**src/rtl/rsr_pkg.sv**
```systemverilog
`timescale 1ns/1ps
package rsr_pkg;

    typedef enum logic [0:0] {
        ST_IDLE = 1'b0,
        ST_RUN  = 1'b1
    } rsr_state_e;

    // Returns {hit, index}: hit when the frame carries robbed-bit signaling.
    function automatic logic [2:0] sig_lookup(input int frame, input logic ext_mode,
                                              input int spacing);
        int slot;
        int max_slot;
        logic hit;
        slot     = (spacing > 0) ? frame / spacing : 0;
        max_slot = ext_mode ? 4 : 2;
        hit      = (frame > 0) && (spacing > 0) && (frame % spacing == 0) && (slot <= max_slot);
        return {hit, hit ? 2'(slot - 1) : 2'd0};
    endfunction

endpackage

```
**src/rtl/rsr_frame_tracker.sv**
```systemverilog
`timescale 1ns/1ps
module rsr_frame_tracker
    import rsr_pkg::*;
#(
    parameter int NUM_CH      = 24,
    parameter int BITS_PER_CH = 8,
    parameter int MF_EXT      = 24,
    parameter int MF_SHORT    = 12,
    parameter int CH_W        = 5,
    parameter int BIT_W       = 3,
    parameter int FR_W        = 5
) (
    input  logic             clk,
    input  logic             rst_n,
    input  logic             reins_en,
    input  logic             mf_sync,
    input  logic             esf_mode,
    input  logic [CH_W-1:0]  chan_idx,
    input  logic [BIT_W-1:0] bit_idx,
    output logic             run,
    output logic [FR_W-1:0]  cur_frame
);
    localparam logic [CH_W-1:0]  LAST_CH  = CH_W'(NUM_CH - 1);
    localparam logic [BIT_W-1:0] LAST_BIT = BIT_W'(BITS_PER_CH - 1);
    localparam logic [FR_W-1:0]  FR_ONE   = FR_W'(1);

    rsr_state_e state_q, state_d;
    logic [FR_W-1:0] frame_q;
    logic [FR_W-1:0] mf_len;
    logic            frame_end;

    // State register
    always_ff @(posedge clk or negedge rst_n) begin
        if (!rst_n) state_q <= ST_IDLE;
        else        state_q <= state_d;
    end

    // Next state
    always_comb begin
        state_d = state_q;
        unique case (state_q)
            ST_IDLE: if (reins_en && mf_sync) state_d = ST_RUN;   // SYNC_LOCK
            ST_RUN:  if (!reins_en)           state_d = ST_IDLE;  // DISABLE_DROP
            default:                          state_d = ST_IDLE;
        endcase
    end

    // Outputs of the state machine
    always_comb begin
        run = 1'b0;
        unique case (state_q)
            ST_IDLE: run = 1'b0;
            ST_RUN:  run = 1'b1;
            default: run = 1'b0;
        endcase
    end

    // Frame position within the multiframe
    assign mf_len    = esf_mode ? FR_W'(MF_EXT) : FR_W'(MF_SHORT);
    assign cur_frame = mf_sync ? FR_ONE : frame_q;
    assign frame_end = (chan_idx == LAST_CH) && (bit_idx == LAST_BIT);

    always_ff @(posedge clk or negedge rst_n) begin
        if (!rst_n)
            frame_q <= FR_ONE;
        else if (frame_end)
            frame_q <= (cur_frame >= mf_len) ? FR_ONE : cur_frame + FR_ONE;
        else if (mf_sync)
            frame_q <= FR_ONE;
    end

endmodule

```
**src/rtl/rsr_slot_gate.sv**
```systemverilog
`timescale 1ns/1ps
module rsr_slot_gate #(
    parameter int BIT_W = 3
) (
    input  logic             clk,
    input  logic             rst_n,
    input  logic [BIT_W-1:0] bit_idx,
    input  logic             blk_in,
    output logic             blk_eff
);
    logic blk_q;
    logic slot_start;

    assign slot_start = (bit_idx == '0);
    assign blk_eff    = slot_start ? blk_in : blk_q;

    always_ff @(posedge clk or negedge rst_n) begin
        if (!rst_n)          blk_q <= 1'b0;
        else if (slot_start) blk_q <= blk_in;
    end

endmodule

```
**src/rtl/rsr_reinsert_sel.sv**
```systemverilog
`timescale 1ns/1ps
module rsr_reinsert_sel
    import rsr_pkg::*;
#(
    parameter int NUM_CH      = 24,
    parameter int BITS_PER_CH = 8,
    parameter int SIG_SPACING = 6,
    parameter int SIG_BITS    = 4,
    parameter int CH_W        = $clog2(NUM_CH),
    parameter int BIT_W       = $clog2(BITS_PER_CH)
) (
    input  logic                clk,
    input  logic                rst_n,
    input  logic                ser_in,
    input  logic [CH_W-1:0]     chan_idx,
    input  logic [BIT_W-1:0]    bit_idx,
    input  logic                mf_sync,
    input  logic [SIG_BITS-1:0] sig_bits,
    input  logic                blk_in,
    input  logic                reins_en,
    input  logic                pcc_en,
    input  logic                ones_en,
    input  logic                esf_mode,
    output logic                ser_out
);
    localparam int MF_EXT   = SIG_SPACING * SIG_BITS;
    localparam int MF_SHORT = SIG_SPACING * 2;
    localparam int FR_W     = $clog2(MF_EXT + 1);
    localparam logic [BIT_W-1:0] LAST_BIT = BIT_W'(BITS_PER_CH - 1);

    logic            run;
    logic [FR_W-1:0] cur_frame;
    logic            blk_eff;
    logic [2:0]      lookup;
    logic            robbed_pos;
    logic            replace;
    logic            sig_val;

    rsr_frame_tracker #(
        .NUM_CH(NUM_CH), .BITS_PER_CH(BITS_PER_CH),
        .MF_EXT(MF_EXT), .MF_SHORT(MF_SHORT),
        .CH_W(CH_W), .BIT_W(BIT_W), .FR_W(FR_W)
    ) u_track (
        .clk(clk), .rst_n(rst_n), .reins_en(reins_en), .mf_sync(mf_sync),
        .esf_mode(esf_mode), .chan_idx(chan_idx), .bit_idx(bit_idx),
        .run(run), .cur_frame(cur_frame)
    );

    rsr_slot_gate #(.BIT_W(BIT_W)) u_gate (
        .clk(clk), .rst_n(rst_n), .bit_idx(bit_idx), .blk_in(blk_in), .blk_eff(blk_eff)
    );

    always_comb begin
        lookup     = sig_lookup(int'(cur_frame), esf_mode, SIG_SPACING);
        robbed_pos = (bit_idx == LAST_BIT) && lookup[2];
        replace    = run && reins_en && robbed_pos && !(pcc_en && blk_eff);
        sig_val    = ones_en ? 1'b1 : sig_bits[lookup[1:0]];
        ser_out    = replace ? sig_val : ser_in;
    end

endmodule

```
**config.mk**
```make
export PLATFORM = sky130hd
export DESIGN_NAME = rsr_reinsert_sel
export DESIGN_NICKNAME = d
export VERILOG_FILES = /design/src/rtl/rsr_pkg.sv /design/src/rtl/rsr_frame_tracker.sv /design/src/rtl/rsr_slot_gate.sv /design/src/rtl/rsr_reinsert_sel.sv
export SDC_FILE = /design/constraint.sdc
export NUM_CORES = 1
export LEC_CHECK = 0
export BUFFER_PORTS_ARGS = -buffer_cell sky130_fd_sc_hd__buf_2
export CORE_ASPECT_RATIO = 0.9
export CORE_MARGIN = 2
export CORE_UTILIZATION = 53
export CTS_BUF_LIST = sky130_fd_sc_hd__clkbuf_16
export DETAILED_ROUTE_END_ITERATION = 16
export PLACE_DENSITY = 0.89
export SETUP_SLACK_MARGIN = 0.3
export SLEW_MARGIN = 30
export SYNTH_ARGS = -nofsm -noshare
export SYNTH_HDL_FRONTEND = slang
export SYNTH_HIERARCHICAL = 1
export SYNTH_SLANG_ARGS = --single-unit
export TNS_END_PERCENT = 100
```
**constraint.sdc**
```tcl
create_clock -name clk -period 5.1 [get_ports clk]
set_input_delay 1.02 -clock clk [delete_from_list [all_inputs] [get_ports clk]]
set_output_delay 1.02 -clock clk [all_outputs]
set_load 0.03 [all_outputs]
```
==> impl_metrics.ini <==
[status]
result_of_the_run = completed

[worst_setup_path]
worst_ep_required_time_ns = 4.08
crit_path_max_incr_delay_ns = 0.32
buf_inv_stages_crit_path = 2
setup.worst_path.end_class = primary output
timing.critical_path.arrival_ns = 3.55
worstSetupStartpointType = input port
critPathKind = input port to primary output
worstPathMaxFanout = 9
cp_top_family = compound AO/OA/AOI/OAI gates
critical_path.cell_chain = buf_2 > nor2b_1 > ha_1 > and2b_2 > nand2_1 > o211ai_1 > o21ai_0 > ha_1 > nor4bb_4 > a2111oi_4 > nand4_1 > a21oi_2 > mux2_4 > buf_2
slowest_stage_cell_crit_path = sky130_fd_sc_hd__a2111oi_4

[power]
power.density_mw_per_mm2 = 208
report.power.total_w = 0.000242
leakage_nw = 0.544
ir_drop_v = 0.000269

[route]
vias = 1009
routed_wire_length_per_instance_um = 15.7
detail_route.wirelength_mm = 2.53
drt_initial_violations = 29
drc = 0
drtPass1Iterations = 4
via_per_inst = 6.27
drt.antenna.violating_nets = 0

[die]
effective_utilization_at_floorplan_pct = 57.7
die_width_um = 49.3
dieHeight_um = 44.8
design.core.area_sq_mm = 0.00170
floorplan.rows = 14
ioPinCount = 22
fp.dieArea_sq_mm = 0.00221

[clock_network]
cts_tree = done
worst_path_clk_slew_ns = 0.04
cts_inserted_buffers = 3
clock-sinks = 7
buffer_levels_on_the_longest_clock_path = 2
worstSkewPairLatency_ns = 0.23
post_cts_resized = 0
cts_hold_buf = 0
cts_root_buf = sky130_fd_sc_hd__clkbuf_16
postCtsSetupBuffers = 0
h_tree_depth_reported_by_cts = 1

[synth]
synthesis.area_per_instance_sq_um = 8.45
post_synth_fa_ha_maj_area_fraction_pct = 11.2
synth-simple-area-share_pct = 31.2
post_synth_mux_area_share_pct = 3.70
yosys_warnings = 6
postSynthNetCount = 145
share_of_synthesized_registers_carrying_an_async_set_or_reset_pct = 100
synth_cells = 116
number_of_enable_flip_flop_cells_after_synthesis = 0
synth-compound-area-share_pct = 25.9
synth_xor_area_share_pct = 1.79
syn_area_sq_um = 980
synth.ff_latch_count = 7
largest_family_of_logic_cells_by_synthesized_area = simple AND/OR/NAND/NOR gates
seq_area_frac_synth_pct = 18.0
synth_flop_cell = sky130_fd_sc_hd__dfrtp_1
synthDistinctLibCells = 51

[layout]
fin_nets = 167
layout_commonest_cell = sky130_fd_sc_hd__buf_2
fillerInstances = 139
area.growth.synth_to_final_pct = 18.6
layout.cells.most_common_list = sky130_fd_sc_hd__buf_2 (21), sky130_fd_sc_hd__nor2_1 (10), sky130_fd_sc_hd__inv_1 (9), sky130_fd_sc_hd__ha_1 (8)
final_layout_size_suffix_gt1_share_pct = 29.9
postLayoutCellArea_sq_mm = 0.00116
num_antenna_cells = 0

[sta]
hold_violations = 0
final-max-slew-violation-count = 0
timing.setup.tns_ns = 0
timing.hold.ws_ns = 0.488
max_slew.worst_pin.slew_ns = 0.493
largest_clock_skew_in_the_final_design_ns = 0.00108
setup_violation_total_in_the_final_timing_report = 0
fmax_ghz = 0.219
grt_setup_unrepaired = false
final_clock_period_utilization_by_the_worst_path_pct = 89.5
fin_crit_ns = 4.57
max-slew-margin-rel_pct = 67.1

[place]
weighted_congestion_reported_at_the_end_of_routability_driven_placement = 0.929
place_area_sq_mm = 0.00108
port_buffers = 21
dpl.hpwl_mm = 1.82

[global_route]
number_of_global_route_vias_before_repair = 962
grt_first_pass_wirelength_mm = 4.22
global_router_s_overall_resource_usage_pct = 24.8
grt_start_max_net_pins = 24
globalRouteOverflowTotal = 0
antenna_found_initial = 0

[run]
max_capacitance_violation_count = 0

[min_path]
hold_path.class = flip-flop to flip-flop
==> cells in the mapped netlist, types with 2 or more instances <==
master                     count  area share, %
sky130_fd_sc_hd__nor2_1       10            3.8
sky130_fd_sc_hd__ha_1          8             10
sky130_fd_sc_hd__inv_1         8            3.1
sky130_fd_sc_hd__a21oi_1       7            3.6
sky130_fd_sc_hd__nand2_1       7            2.7
sky130_fd_sc_hd__dfrtp_1       6             15
sky130_fd_sc_hd__o21ai_0       6            3.1
sky130_fd_sc_hd__nand2b_1      5            3.2
sky130_fd_sc_hd__nor4_1        4            2.6
sky130_fd_sc_hd__a211oi_1      3            2.3
sky130_fd_sc_hd__nand4_1       3            1.9
sky130_fd_sc_hd__o22ai_1       3            1.9
sky130_fd_sc_hd__buf_4         2            1.5
sky130_fd_sc_hd__buf_6         2            2.3
sky130_fd_sc_hd__nand4b_1      2            1.8
sky130_fd_sc_hd__nor2b_1       2            1.3
sky130_fd_sc_hd__nor3_1        2            1.0
sky130_fd_sc_hd__o21a_1        2            1.5
sky130_fd_sc_hd__o21ai_1       2            1.0
==> report_power, final <==
part | internal, W | leakage (nW) | switching, W
clock | 0.000102 | 0.0423 | 0.0000301
sequential | 0.0000594 | 0.0901 | 0.00000152
combinational | 0.0000231 | 0.412 | 0.0000261
==> metal layers <==
layer  vias up  part of all wire, %  wire length, um  global-route usage (%)
li1        478                    -                -                       -
met1       491                   42             1070                    28.6
met2        36                   52             1310                    46.5
met3         4                  5.1              130                    6.62
met4         0                 0.91               23                    5.71
met5         -                    0                0                       0
==> cells by family (layout without fill, tap and decap cells) <==
kind of cell,after synthesis,after routing
buf+inv,15,36
xor+xnor,2,2
simple gates,46,46
compound gates,34,34
fa+ha+maj,9,9
flops,7,7
mux,3,3
==> area by class of cell <==
class                           count  area (sq um)  area share [%]
Clock buffer                        3          75.1            6.46
Clock inverter                      1          3.75           0.323
Inverter                            9          33.8            2.91
Multi-Input combinational cell     94           723            62.2
Sequential cell                     7           176            15.2
Tap cell                           24          30.0            2.58
Timing Repair Buffer               23           120            10.3
==> registers in the layout, indices dropped and copies added, names as in the netlist <==
register / count
u_gate/blk_q: 1
u_track/frame_q: 5
u_track/state_q: 1
==> final timing paths <==
check,start,slack [ns],to,depth (start not counted)
min in group asynchronous,rst_n,0.62,u_track/frame_q[2]$_DFF_PN0_,1
max in group asynchronous,rst_n,4.24,u_track/frame_q[0]$_DFF_PN1_,1
setup / recovery,mf_sync,0.53,ser_out,14
hold / removal,u_track/state_q$_DFF_PN0_,0.49,u_track/state_q$_DFF_PN0_,1
setup reg to reg,u_track/frame_q[4]$_DFF_PN0_,3.17,u_track/frame_q[2]$_DFF_PN0_,6
hold reg to reg,u_track/state_q$_DFF_PN0_,0.49,u_track/state_q$_DFF_PN0_,1
==> through the flow <==
| stage | instances | setup WS (ns) | util (%) |
|---|---|---|---|
| after floorplan | 116 | 0.629 | - |
| after global placement | 157 | 0.675 | 63.8 |
| after detailed placement | 157 | 0.575 | 63.8 |
| after CTS | 161 | 0.569 | 68.4 |
| after global routing | 161 | 0.362 | 68.4 |
| final | 161 | 0.534 | 68.4 |
Power figures use the tool's default switching activity.
